**src/rtl/nibld_pkg.sv**
```systemverilog
package nibld_pkg;

    localparam int NIB_W    = 4;
    localparam int NUM_REGS = 1 << NIB_W;

    typedef logic [NIB_W-1:0] nib_t;

    typedef struct packed {
        nib_t addr;
        nib_t data;
    } wr_req_t;

    typedef enum logic {
        CAP_IDLE = 1'b0,
        CAP_ADDR = 1'b1
    } cap_state_e;

    localparam int LDIV_SLOT = 5;
    localparam int CTRL_SLOT = 12;
    localparam int PD_SLOT   = 15;
    localparam int PD_BIT    = 3;

    function automatic nib_t por_value(input int idx);
        nib_t v;
        v = '0;
        if (idx == LDIV_SLOT) v = 4'b0001;
        if (idx == CTRL_SLOT) v = 4'b1000;
        return v;
    endfunction

    function automatic logic has_storage(input int idx);
        return !(idx == 13 || idx == 14);
    endfunction

    function automatic logic [NUM_REGS*NIB_W-1:0] por_vector();
        logic [NUM_REGS*NIB_W-1:0] v;
        for (int i = 0; i < NUM_REGS; i++) v[i*NIB_W +: NIB_W] = por_value(i);
        return v;
    endfunction

endpackage

```
**src/rtl/nibld_strobe_sync.sv**
```systemverilog
module nibld_strobe_sync #(
    parameter int STAGES = 2
) (
    input  logic clk,
    input  logic rst,
    input  logic strobe_i,
    output logic fall_o,
    output logic rise_o
);
    logic [STAGES-1:0] sync_q;
    logic              prev_q;

    always_ff @(posedge clk) begin
        if (rst) begin
            sync_q <= '1;
            prev_q <= 1'b1;
        end else begin
            sync_q <= {sync_q[STAGES-2:0], strobe_i};
            prev_q <= sync_q[STAGES-1];
        end
    end

    assign fall_o = prev_q & ~sync_q[STAGES-1];
    assign rise_o = ~prev_q & sync_q[STAGES-1];

    // a sample can only be one kind of edge
    a_r1_edge_exclusive: assert property (@(posedge clk) disable iff (rst)
        $onehot0({fall_o, rise_o}));

endmodule

```
**src/rtl/nibld_capture.sv**
```systemverilog
module nibld_capture
    import nibld_pkg::*;
(
    input  logic    clk,
    input  logic    rst,
    input  logic    fall_i,
    input  logic    rise_i,
    input  nib_t    bus_i,
    output logic    wr_valid_o,
    output wr_req_t wr_o,
    output nib_t    last_addr_o
);
    cap_state_e state_q;

    always_ff @(posedge clk) begin
        if (rst) begin
            state_q     <= CAP_IDLE;
            wr_valid_o  <= 1'b0;
            wr_o        <= '0;
            last_addr_o <= '0;
        end else begin
            wr_valid_o <= 1'b0;
            if (fall_i) begin
                last_addr_o <= bus_i;
                state_q     <= CAP_ADDR;
            end else if (rise_i && state_q == CAP_ADDR) begin
                wr_valid_o <= 1'b1;
                wr_o.addr  <= last_addr_o;
                wr_o.data  <= bus_i;
                state_q    <= CAP_IDLE;
            end
        end
    end

    a_r2_pulse_one_cycle: assert property (@(posedge clk) disable iff (rst)
        wr_valid_o |=> !wr_valid_o);

    a_r1_pulse_after_rise: assert property (@(posedge clk) disable iff (rst)
        wr_valid_o |-> $past(rise_i));

endmodule

```
**src/rtl/nibld_bank.sv**
```systemverilog
module nibld_bank
    import nibld_pkg::*;
#(
    parameter int UNLOCK_WRITES = 32
) (
    input  logic                      clk,
    input  logic                      rst,
    input  logic                      wr_valid_i,
    input  wr_req_t                   wr_i,
    output logic [NUM_REGS*NIB_W-1:0] act_o,
    output logic                      unlocked_o
);
    localparam int CNT_W = $clog2(UNLOCK_WRITES + 1);
    localparam logic [CNT_W-1:0] CNT_MAX = CNT_W'(UNLOCK_WRITES);

    logic [CNT_W-1:0] cnt_q;

    always_ff @(posedge clk) begin
        if (rst) begin
            cnt_q      <= '0;
            unlocked_o <= 1'b0;
        end else if (wr_valid_i && cnt_q != CNT_MAX) begin
            cnt_q <= cnt_q + 1'b1;
            if (cnt_q == CNT_MAX - 1'b1) unlocked_o <= 1'b1;
        end
    end

    for (genvar i = 0; i < NUM_REGS; i++) begin : g_slot
        if (has_storage(i)) begin : g_store
            nib_t cell_q;
            always_ff @(posedge clk) begin
                if (wr_valid_i && wr_i.addr == nib_t'(i)) cell_q <= wr_i.data;
            end
            assign act_o[i*NIB_W +: NIB_W] = unlocked_o ? cell_q : por_value(i);
        end else begin : g_hole
            assign act_o[i*NIB_W +: NIB_W] = '0;
        end
    end

    a_r5_cnt_bounded: assert property (@(posedge clk) disable iff (rst)
        cnt_q <= CNT_MAX);

    a_r5_unlock_sticky: assert property (@(posedge clk) disable iff (rst)
        unlocked_o |=> unlocked_o);

    a_r5_cnt_only_on_write: assert property (@(posedge clk) disable iff (rst)
        !wr_valid_i |=> $stable(cnt_q));

    a_r3_locked_below_count: assert property (@(posedge clk) disable iff (rst)
        (cnt_q < CNT_MAX) |-> !unlocked_o);

endmodule

```
**src/rtl/nibld_top.sv**
```systemverilog
module nibld_top
    import nibld_pkg::*;
#(
    parameter int UNLOCK_WRITES = 32,
    parameter int SYNC_STAGES   = 2
) (
    input  logic        clk,
    input  logic        rst,
    input  logic        strobe_i,
    input  logic [3:0]  bus_i,
    output logic [63:0] act_regs_o,
    output logic        pd_dis_o,
    output logic        wr_valid_o,
    output logic [3:0]  wr_addr_o,
    output logic [3:0]  wr_data_o
);
    logic    fall, rise, unlocked;
    wr_req_t wr;
    nib_t    last_addr;

    nibld_strobe_sync #(.STAGES(SYNC_STAGES)) sync_i (
        .clk(clk), .rst(rst), .strobe_i(strobe_i), .fall_o(fall), .rise_o(rise)
    );

    nibld_capture cap_i (
        .clk(clk), .rst(rst), .fall_i(fall), .rise_i(rise), .bus_i(bus_i),
        .wr_valid_o(wr_valid_o), .wr_o(wr), .last_addr_o(last_addr)
    );

    nibld_bank #(.UNLOCK_WRITES(UNLOCK_WRITES)) bank_i (
        .clk(clk), .rst(rst), .wr_valid_i(wr_valid_o), .wr_i(wr),
        .act_o(act_regs_o), .unlocked_o(unlocked)
    );

    assign wr_addr_o = wr.addr;
    assign wr_data_o = wr.data;
    assign pd_dis_o  = act_regs_o[PD_SLOT*NIB_W + PD_BIT]
                     & (last_addr == nib_t'(PD_SLOT)) & bus_i[PD_BIT];

    a_r3_por_until_unlock: assert property (@(posedge clk) disable iff (rst)
        !unlocked |-> act_regs_o == por_vector());

    a_r8_pd_quiet_when_locked: assert property (@(posedge clk) disable iff (rst)
        !unlocked |-> !pd_dis_o);

endmodule

```
**config.mk**
```make
export PLATFORM = sky130hd
export DESIGN_NAME = nibld_top
export DESIGN_NICKNAME = d
export VERILOG_FILES = /design/src/rtl/nibld_pkg.sv /design/src/rtl/nibld_strobe_sync.sv /design/src/rtl/nibld_capture.sv /design/src/rtl/nibld_bank.sv /design/src/rtl/nibld_top.sv
export SDC_FILE = /design/constraint.sdc
export NUM_CORES = 1
export LEC_CHECK = 0
export CAP_MARGIN = 20
export CELL_PAD_IN_SITES_DETAIL_PLACEMENT = 1
export CELL_PAD_IN_SITES_GLOBAL_PLACEMENT = 2
export CORE_ASPECT_RATIO = 1.5
export CORE_MARGIN = 2
export CORE_UTILIZATION = 34
export DETAILED_ROUTE_END_ITERATION = 16
export GPL_ROUTABILITY_DRIVEN = 0
export PLACE_DENSITY = 0.83
export SLEW_MARGIN = 20
export SYNTH_ARGS = -nofsm -noshare
export SYNTH_HDL_FRONTEND = slang
export SYNTH_SLANG_ARGS = --single-unit
```
**constraint.sdc**
```tcl
create_clock -name clk -period 5.37 [get_ports clk]
set_clock_uncertainty 0.15 [all_clocks]
set_input_delay 0.8055 -clock clk [delete_from_list [all_inputs] [get_ports clk]]
set_output_delay 0.8055 -clock clk [all_outputs]
set_load 0.01 [all_outputs]
```
==> parameters.txt, run 1 <==
Parameter                              Value

Final layout
  Net count, final    329
  Register area    around 2200 um^2
  Ant diodes    0
  Total of fill cells in the finished design    963
  Most frequent standard cell in the layout excluding fill and tap cells    clkdlybuf4s50_1
  Share of post-route cells with drive strength above 1    a little under 7%
  Area Growth Syn to Fin    33.5%
  Commonest cells after routing, fill and taps aside    72 x clkdlybuf4s50_1, 56 x edfxtp_1, 54 x and2_1
  Finished layout cell area    4260 um^2
  Multi-input gate area    940 um^2

Clock network
  Post CTS Setup Buffer Count    0
  Clk root buf    clkbuf_16
  Clock tree from TritonCTS    done
  CTS-repair resized insts    0
  Sinks on Clock Net    80
  Clock latency on the worst-skew pair    about 330 ps
  CTS Buf Count    9
  Depth of the CTS H-tree    3
  Register clock-pin slew on the reported worst setup and hold paths    60 ps
  Clock Tree Buf Depth    2
  Cts-stage hold buffer count    0

Setup path
  Data arrival, critical path    1990 ps
  Worst-path maximum fanout    3
  Critical Path Sink Type    output pin
  Worst reg2reg path depth    2
  Type of origin of the critical path    input port
  WP data required    4410 ps
  Type of the worst setup path    input port to output pin

Run
  Number of maximum-capacitance constraint violations    0

Synthesis
  Synthesized cell area    3190 um^2
  Post-Syn Instances    248
  Share of synthesized area spent on multiplexers    4.07%
  Fraction of the mapped netlist area in simple logic gates    21.0%
  Synth unique cells    34
  Adder-cell share of the synthesized area    less than 1%
  Yosys warnings    0
  Largest family of logic cells by synthesized area    simple AND/OR/NAND/NOR gates
  Sequential-to-total area share from yosys stat    about two thirds
  Area fraction in compound gates after synthesis    under 10%
  Xor-xnor portion of the synthesized cell area    less than 1%
  Mean instance size in the synthesized netlist    12.9 um^2
  Number of flip-flops and latches in the synthesized netlist    80

STA
  Final worst-path setup slack    2430 ps
  RSZ-0062 raised after global routing    false
  Worst Hold Slack    269 ps
  Actual slew at the worst max-slew pin    ~950 ps
  FMAX    340 MHz
  Final hold viol count    0
  Minimum clock period after layout    2940 ps
  Total negative setup slack    0 ps
  Post-route clock period utilization    54.8%
  Max-slew violations    0
  Setup violations, final    0
  Worst slew margin relative to its limit    36.7%

Placed design
  Count of port buffers added during placement    72
  Post-Place Worst Slack    roughly 2400 ps
  Post-detailed-placement cell area    3990 um^2
  Placed wire-length estimate    4970 um

Drt
  Final antenna-violating net count    0
  Vias per Instance    approximately 4.7
  Number of remaining DRC errors    0
  1st-pass router iterations    4
  Average wire per standard cell    16.2 um
  Via count    2043
  Total routed wirelength    7090 um
  Number of design-rule violations left by the first detailed-router iteration    107

Power and ir drop
  Pwr dens    between 200 and 300 nW/um^2
  Worst voltage drop across the vdd grid    approximately 0.16 mV
  NetSw    230 uW
  Internal power of the cells    996 uW
  Pleak    1.55 nW
  Part of the total power dissipated in combinational logic    1.3%
  Clock power share    45.1%
  Sequential cell fraction of total power    53.6%
  Post-route total power    roughly 1.2 mW
  Switching share of total power    between 10% and 20%

Floorplan
  Horizontal die dimension    83.1 um
  DIE AREA    10200 um^2
  Die Span Y    123 um
  Core ar.    9200 um^2
  Count of standard-cell rows    43
  Count of boundary I/O pins    between 80 and 90
  Initial standard-cell utilization of the core    a little over a third

Hold path
  Hold Path Class    flip-flop to flip-flop
  Hold-critical path depth    1

Status
  Status    complete, no violations

GRT
  Maximum number of pins on one net before global-route repair    58
  Global route overflow    0
  Initial antenna violation count    0
  Overall track demand over capacity in global routing    about 14%
  Global-route wire length before repair    11000 um
  Via count of the first global-routing pass    2108
## worst max-delay path, stage by stage
cell	delay, ps
clkdlybuf4s50_1	500
nand2_1	60
nor2_1	80
clkdlybuf4s50_1	540
## power by group through the flow
stage / combinational, mW / clock [mW] / sequential (mW)
floorplan: 0.0142 / 0 / 0.669
global placement: 0.0161 / 0 / 0.670
detailed placement: 0.0165 / 0 / 0.670
CTS: 0.0165 / 0.563 / 0.657
global route: 0.0184 / 0.586 / 0.657
finish: 0.0165 / 0.552 / 0.657
## cell usage after synthesis
cell type,instances,share of area (%)
edfxtp_1,56,53
and2_1,54,11
nor2_1,27,3.2
dfxtp_1,24,15
mux2i_1,13,4.1
clkbuf_1,9,1.1
buf_4,8,1.9
nand2_1,6,0.71
nand2b_1,5,0.98
nor3_1,5,0.78
nand4_1,4,0.78
a21oi_1,3,0.47
inv_1,3,0.35
nand3_1,3,0.47
nand3b_1,3,0.71
or2_2,3,0.59
buf_2,2,0.31
ha_1,2,0.78
nor3b_1,2,0.47
xor2_1,2,0.55
a311o_2,1,0.35
a41oi_1,1,0.27
and4b_1,1,0.31
buf_1,1,0.12
conb_1,1,0.12
nor2b_1,1,0.20
nor3_4,1,0.51
o21a_1,1,0.24
o21ai_0,1,0.16
o311ai_0,1,0.27
o311ai_1,1,0.27
or3_1,1,0.20
or3b_2,1,0.27
or4b_1,1,0.31
## through the flow
stage | cells | utilization [%]
floorplan | 255 | -
global placement | 421 | 43.4
detailed placement | 421 | 43.4
CTS | 437 | 46.3
global route | 437 | 46.3
finish | 437 | 46.3
## area by class of cell
class,instances,share of cell area [%]
clock buffers,12,6.02
multi-input cells,152,22.0
inverters,3,0.264
flip-flops and latches,80,50.7
clock inverters,4,0.440
repair buffers,74,17.3
well taps,112,3.29
## logic make-up (layout without fill, tap and decap cells)
kind of cell    Yosys count  after routing
compound gates            9              9
xor+xnor                  2              2
fa+ha+maj                 2              2
buf+inv                  23             93
flops                    80             80
mux                      13             13
other cells               1              8
simple gates            118            118
## per-layer routing
metal  wire length, um  track usage [%]  part of all wire, %  vias up
met1              2850             15.6                   40      993
met4               121             5.64                  1.7        0
li1                  -                -                    -      985
met2              3870             26.7                   55       57
met5                 0                0                    0        -
met3               243             3.09                  3.4        8
## registers in the layout, summed over array words and instances, names as in the netlist
signal                        count
bank_i.unlocked_o                 1
cap_i.wr_valid_o                  1
cap_i.state_q                     1
cap_i.last_addr_o                 4
sync_i.prev_q                     1
cap_i.wr_o                        8
sync_i.sync_q                     2
bank_i.cnt_q                      6
bank_i.g_slot.g_store.cell_q     56
## path summary, 6_finish.rpt
path,from,slack [ps],to
max,bus_i[3],2430,pd_dis_o
min,sync_i.sync_q[0]$_SDFF_PP1_,270,sync_i.sync_q[1]$_SDFF_PP1_
max reg2reg,cap_i.wr_valid_o$_SDFF_PP0_,3190,bank_i.g_slot[0].g_store.cell_q[2]$_DFFE_PP_
min reg2reg,sync_i.sync_q[0]$_SDFF_PP1_,270,sync_i.sync_q[1]$_SDFF_PP1_
Note: power is estimated with default switching activity, not from simulation.
==> run 2, diff against run 1 <==
Settings changed: CORE_UTILIZATION 34 to 32, PLACE_DENSITY 0.83 to 0.79.
Clock period 5.37 ns to 3.1 ns, I/O delays scaled along.
==> run 2 against run 1 <==
Net effect:
- cell area increased by 2.7%
- register-to-register slack got worse by 2200 ps
- global-route usage decreased by 0.26 points
- clock power increased by 120%
- critical path type is now flip-flop to output pin
- largest power group is now the clock network
==> parameters.txt, run 2 (synthesis results as in run 1) <==
Parameter                              Value

Final layout
  Commonest cells after routing, fill and taps aside    72 x clkdlybuf4s50_1, 56 x edfxtp_1, 54 x and2_1
  Most frequent standard cell in the layout excluding fill and tap cells    clkdlybuf4s50_1
  Top reg by flops    bank_i.g_slot.g_store.cell_q
  Total of fill cells in the finished design    1019 (+5.8%)
  Share of post-route cells with drive strength above 1    8.51% (+1.7 points)
  Area Growth Syn to Fin    37.1%
  Largest registers in the final layout    bank_i.g_slot.g_store.cell_q x56, cap_i.wr_o x8, bank_i.cnt_q x6
  Number of flip-flops in the largest register    56 (unchanged)
  Ant diodes    0 (unchanged)
  Net count, final    333 (+1.2%)

GRT
  Initial antenna violation count    0 (unchanged)
  Maximum number of pins on one net before global-route repair    56 (-3.4%)
  Via count of the first global-routing pass    2120 (+0.57%)
  Global route overflow    0 (unchanged)
  Global-route wire length before repair    11300 um (+2.4%)
  Overall track demand over capacity in global routing    14.0% (-0.26 points)

Power and ir drop
  Pwr dens    546 nW/um^2 (+90%)
  Pleak    1.61 nW (+3.5%)
  Clock power share    51.2% (+6.1 points)
  Part of the total power dissipated in combinational logic    1.3% (about the same)
  Sequential cell fraction of total power    47.5% (-6.1 points)
  Worst voltage drop across the vdd grid    0.321 mV (+100%)
  Internal power of the cells    1.96 mW (+97%)
  NetSw    433 uW (+89%)
  Switching share of total power    18.1% (-0.64 points)
  Post-route total power    2.39 mW (+95%)

STA
  FMAX    414 MHz
  Actual slew at the worst max-slew pin    679 ps (-268 ps)
  Total negative setup slack    0 ps (unchanged)
  Final worst-path setup slack    684 ps (-1740 ps)
  Worst Hold Slack    262 ps (-7.01 ps)
  Post-route clock period utilization    between 70% and 80%
  Final hold viol count    0 (unchanged)
  RSZ-0062 raised after global routing    false
  Worst slew margin relative to its limit    54.4% (+18 points)
  Setup violations, final    0 (unchanged)
  Minimum clock period after layout    2420 ps
  Max-slew violations    0 (unchanged)

Setup path
  Type of origin of the critical path    flip-flop
  Worst reg2reg path startpoint    cap_i.wr_valid_o$_SDFF_PP0_
  Worst-path maximum fanout    55 (+52)
  Type of the worst setup path    flip-flop to output pin
  Flop-to-flop setup slack    990 ps (-2200 ps)
  WP data required    2480 ps (-1930 ps)
  Data arrival, critical path    1800 ps (-190 ps)
  Critical Path Sink Type    output pin
  Launching instance or port of the critical path    bank_i.unlocked_o$_SDFFE_PP0P_

Floorplan
  Core ar.    9690 um^2 (+5.3%)
  Count of boundary I/O pins    81 (unchanged)
  DIE AREA    10800 um^2 (+6.0%)
  Count of standard-cell rows    44 (+2.3%)
  Horizontal die dimension    85.6 um (+2.9%)
  Initial standard-cell utilization of the core    33.0% (-1.8 points)
  Die Span Y    126 um (+3.0%)

Clock network
  CTS Buf Count    9 (unchanged)
  Clock Tree Buf Depth    2 (unchanged)
  Sinks on Clock Net    80 (unchanged)
  Cts-stage hold buffer count    0 (unchanged)
  Clock latency on the worst-skew pair    330 ps (about the same)
  CTS-repair resized insts    0 (unchanged)
  Clock tree from TritonCTS    done
  Clk root buf    clkbuf_16
  Post CTS Setup Buffer Count    0 (unchanged)
  Depth of the CTS H-tree    3 (unchanged)
  Register clock-pin slew on the reported worst setup and hold paths    60 ps (about the same)

Drt
  1st-pass router iterations    5 (+1)
  Vias per Instance    4.61 (-1.5%)
  Final antenna-violating net count    0 (unchanged)
  Average wire per standard cell    16.3 um (+0.62%)
  Total routed wirelength    7240 um (+2.2%)
  Via count    2045 (+0.098%)
  Number of remaining DRC errors    0 (unchanged)
  Number of design-rule violations left by the first detailed-router iteration    95 (-11%)

Placed design
  Placed wire-length estimate    5150 um (+3.5%)
  Count of port buffers added during placement    72 (unchanged)
  Post-Place Worst Slack    834 ps (-1580 ps)

Hold path
  Launch instance of the worst min-delay path    sync_i.sync_q[0]$_SDFF_PP1_
  Hold Path Class    flip-flop to flip-flop

Run
  Number of maximum-capacitance constraint violations    0 (unchanged)

Status
  Status    complete, no violations
run 2: cell types whose count changed in the layout (fill, tap and decap cells not counted):
| cell | change |
|---|---|
| buf_4 | +4 |
| bufinv_16 | +3 |
| clkinv_2 | -3 |
| clkinv_4 | +3 |
| clkbuf_1 | -1 |
| clkbuf_8 | -1 |
| clkinv_1 | -1 |
run 2: layer usage:
metal	share of wire (%)	global-route usage, %	vias to the layer above
met5	0	0	-
met4	1.6	4.76	0
met3	3.3	2.99	8
met2	57	27.2	48
met1	38	14.4	997
li1	-	-	992
run 2: area by class of cell:
cell class	instances	area (um^2)	share of cell area (%)
sequential	80	2160	49.4
multi-input combinational	152	940	21.5
timing repair buffer	78	766	17.5
clock buffer	10	239	5.46
tap	115	144	3.29
clock inverter	6	116	2.66
inverter	3	11.3	0.257
run 2: per-stage QoR:
| step | util (%) | cell area, um^2 | std cells |
|---|---|---|---|
| floorplan | - | 3220 | 255 |
| global placement | 41.5 | 4020 | 428 |
| detailed placement | 41.5 | 4020 | 428 |
| CTS | 45.2 | 4380 | 444 |
| global route | 45.2 | 4380 | 444 |
| finish | 45.2 | 4380 | 444 |
run 2: worst paths after layout:
check | to | cells after the start
worst max register to register | bank_i.g_slot[0].g_store.cell_q[1]$_DFFE_PP_ | 2
worst max-delay path | act_regs_o[3] | 3
worst min-delay path | sync_i.sync_q[1]$_SDFF_PP1_ | 1
worst min register to register | sync_i.sync_q[1]$_SDFF_PP1_ | 1
run 2: power by group through the flow:
| stage | Sequential, mW | Clock (mW) | Combinational [mW] |
|---|---|---|---|
| after floorplan | 1.16 | 0 | 0.0245 |
| after global placement | 1.16 | 0 | 0.0300 |
| after detailed placement | 1.16 | 0 | 0.0306 |
| after CTS | 1.14 | 1.25 | 0.0307 |
| after global routing | 1.14 | 1.28 | 0.0336 |
| final | 1.14 | 1.23 | 0.0303 |
run 2: worst max-delay path: stages (launching register included):
cell and delay [ps]:
dfxtp_1 340, buf_4 360, and2_1 190, clkdlybuf4s50_1 580
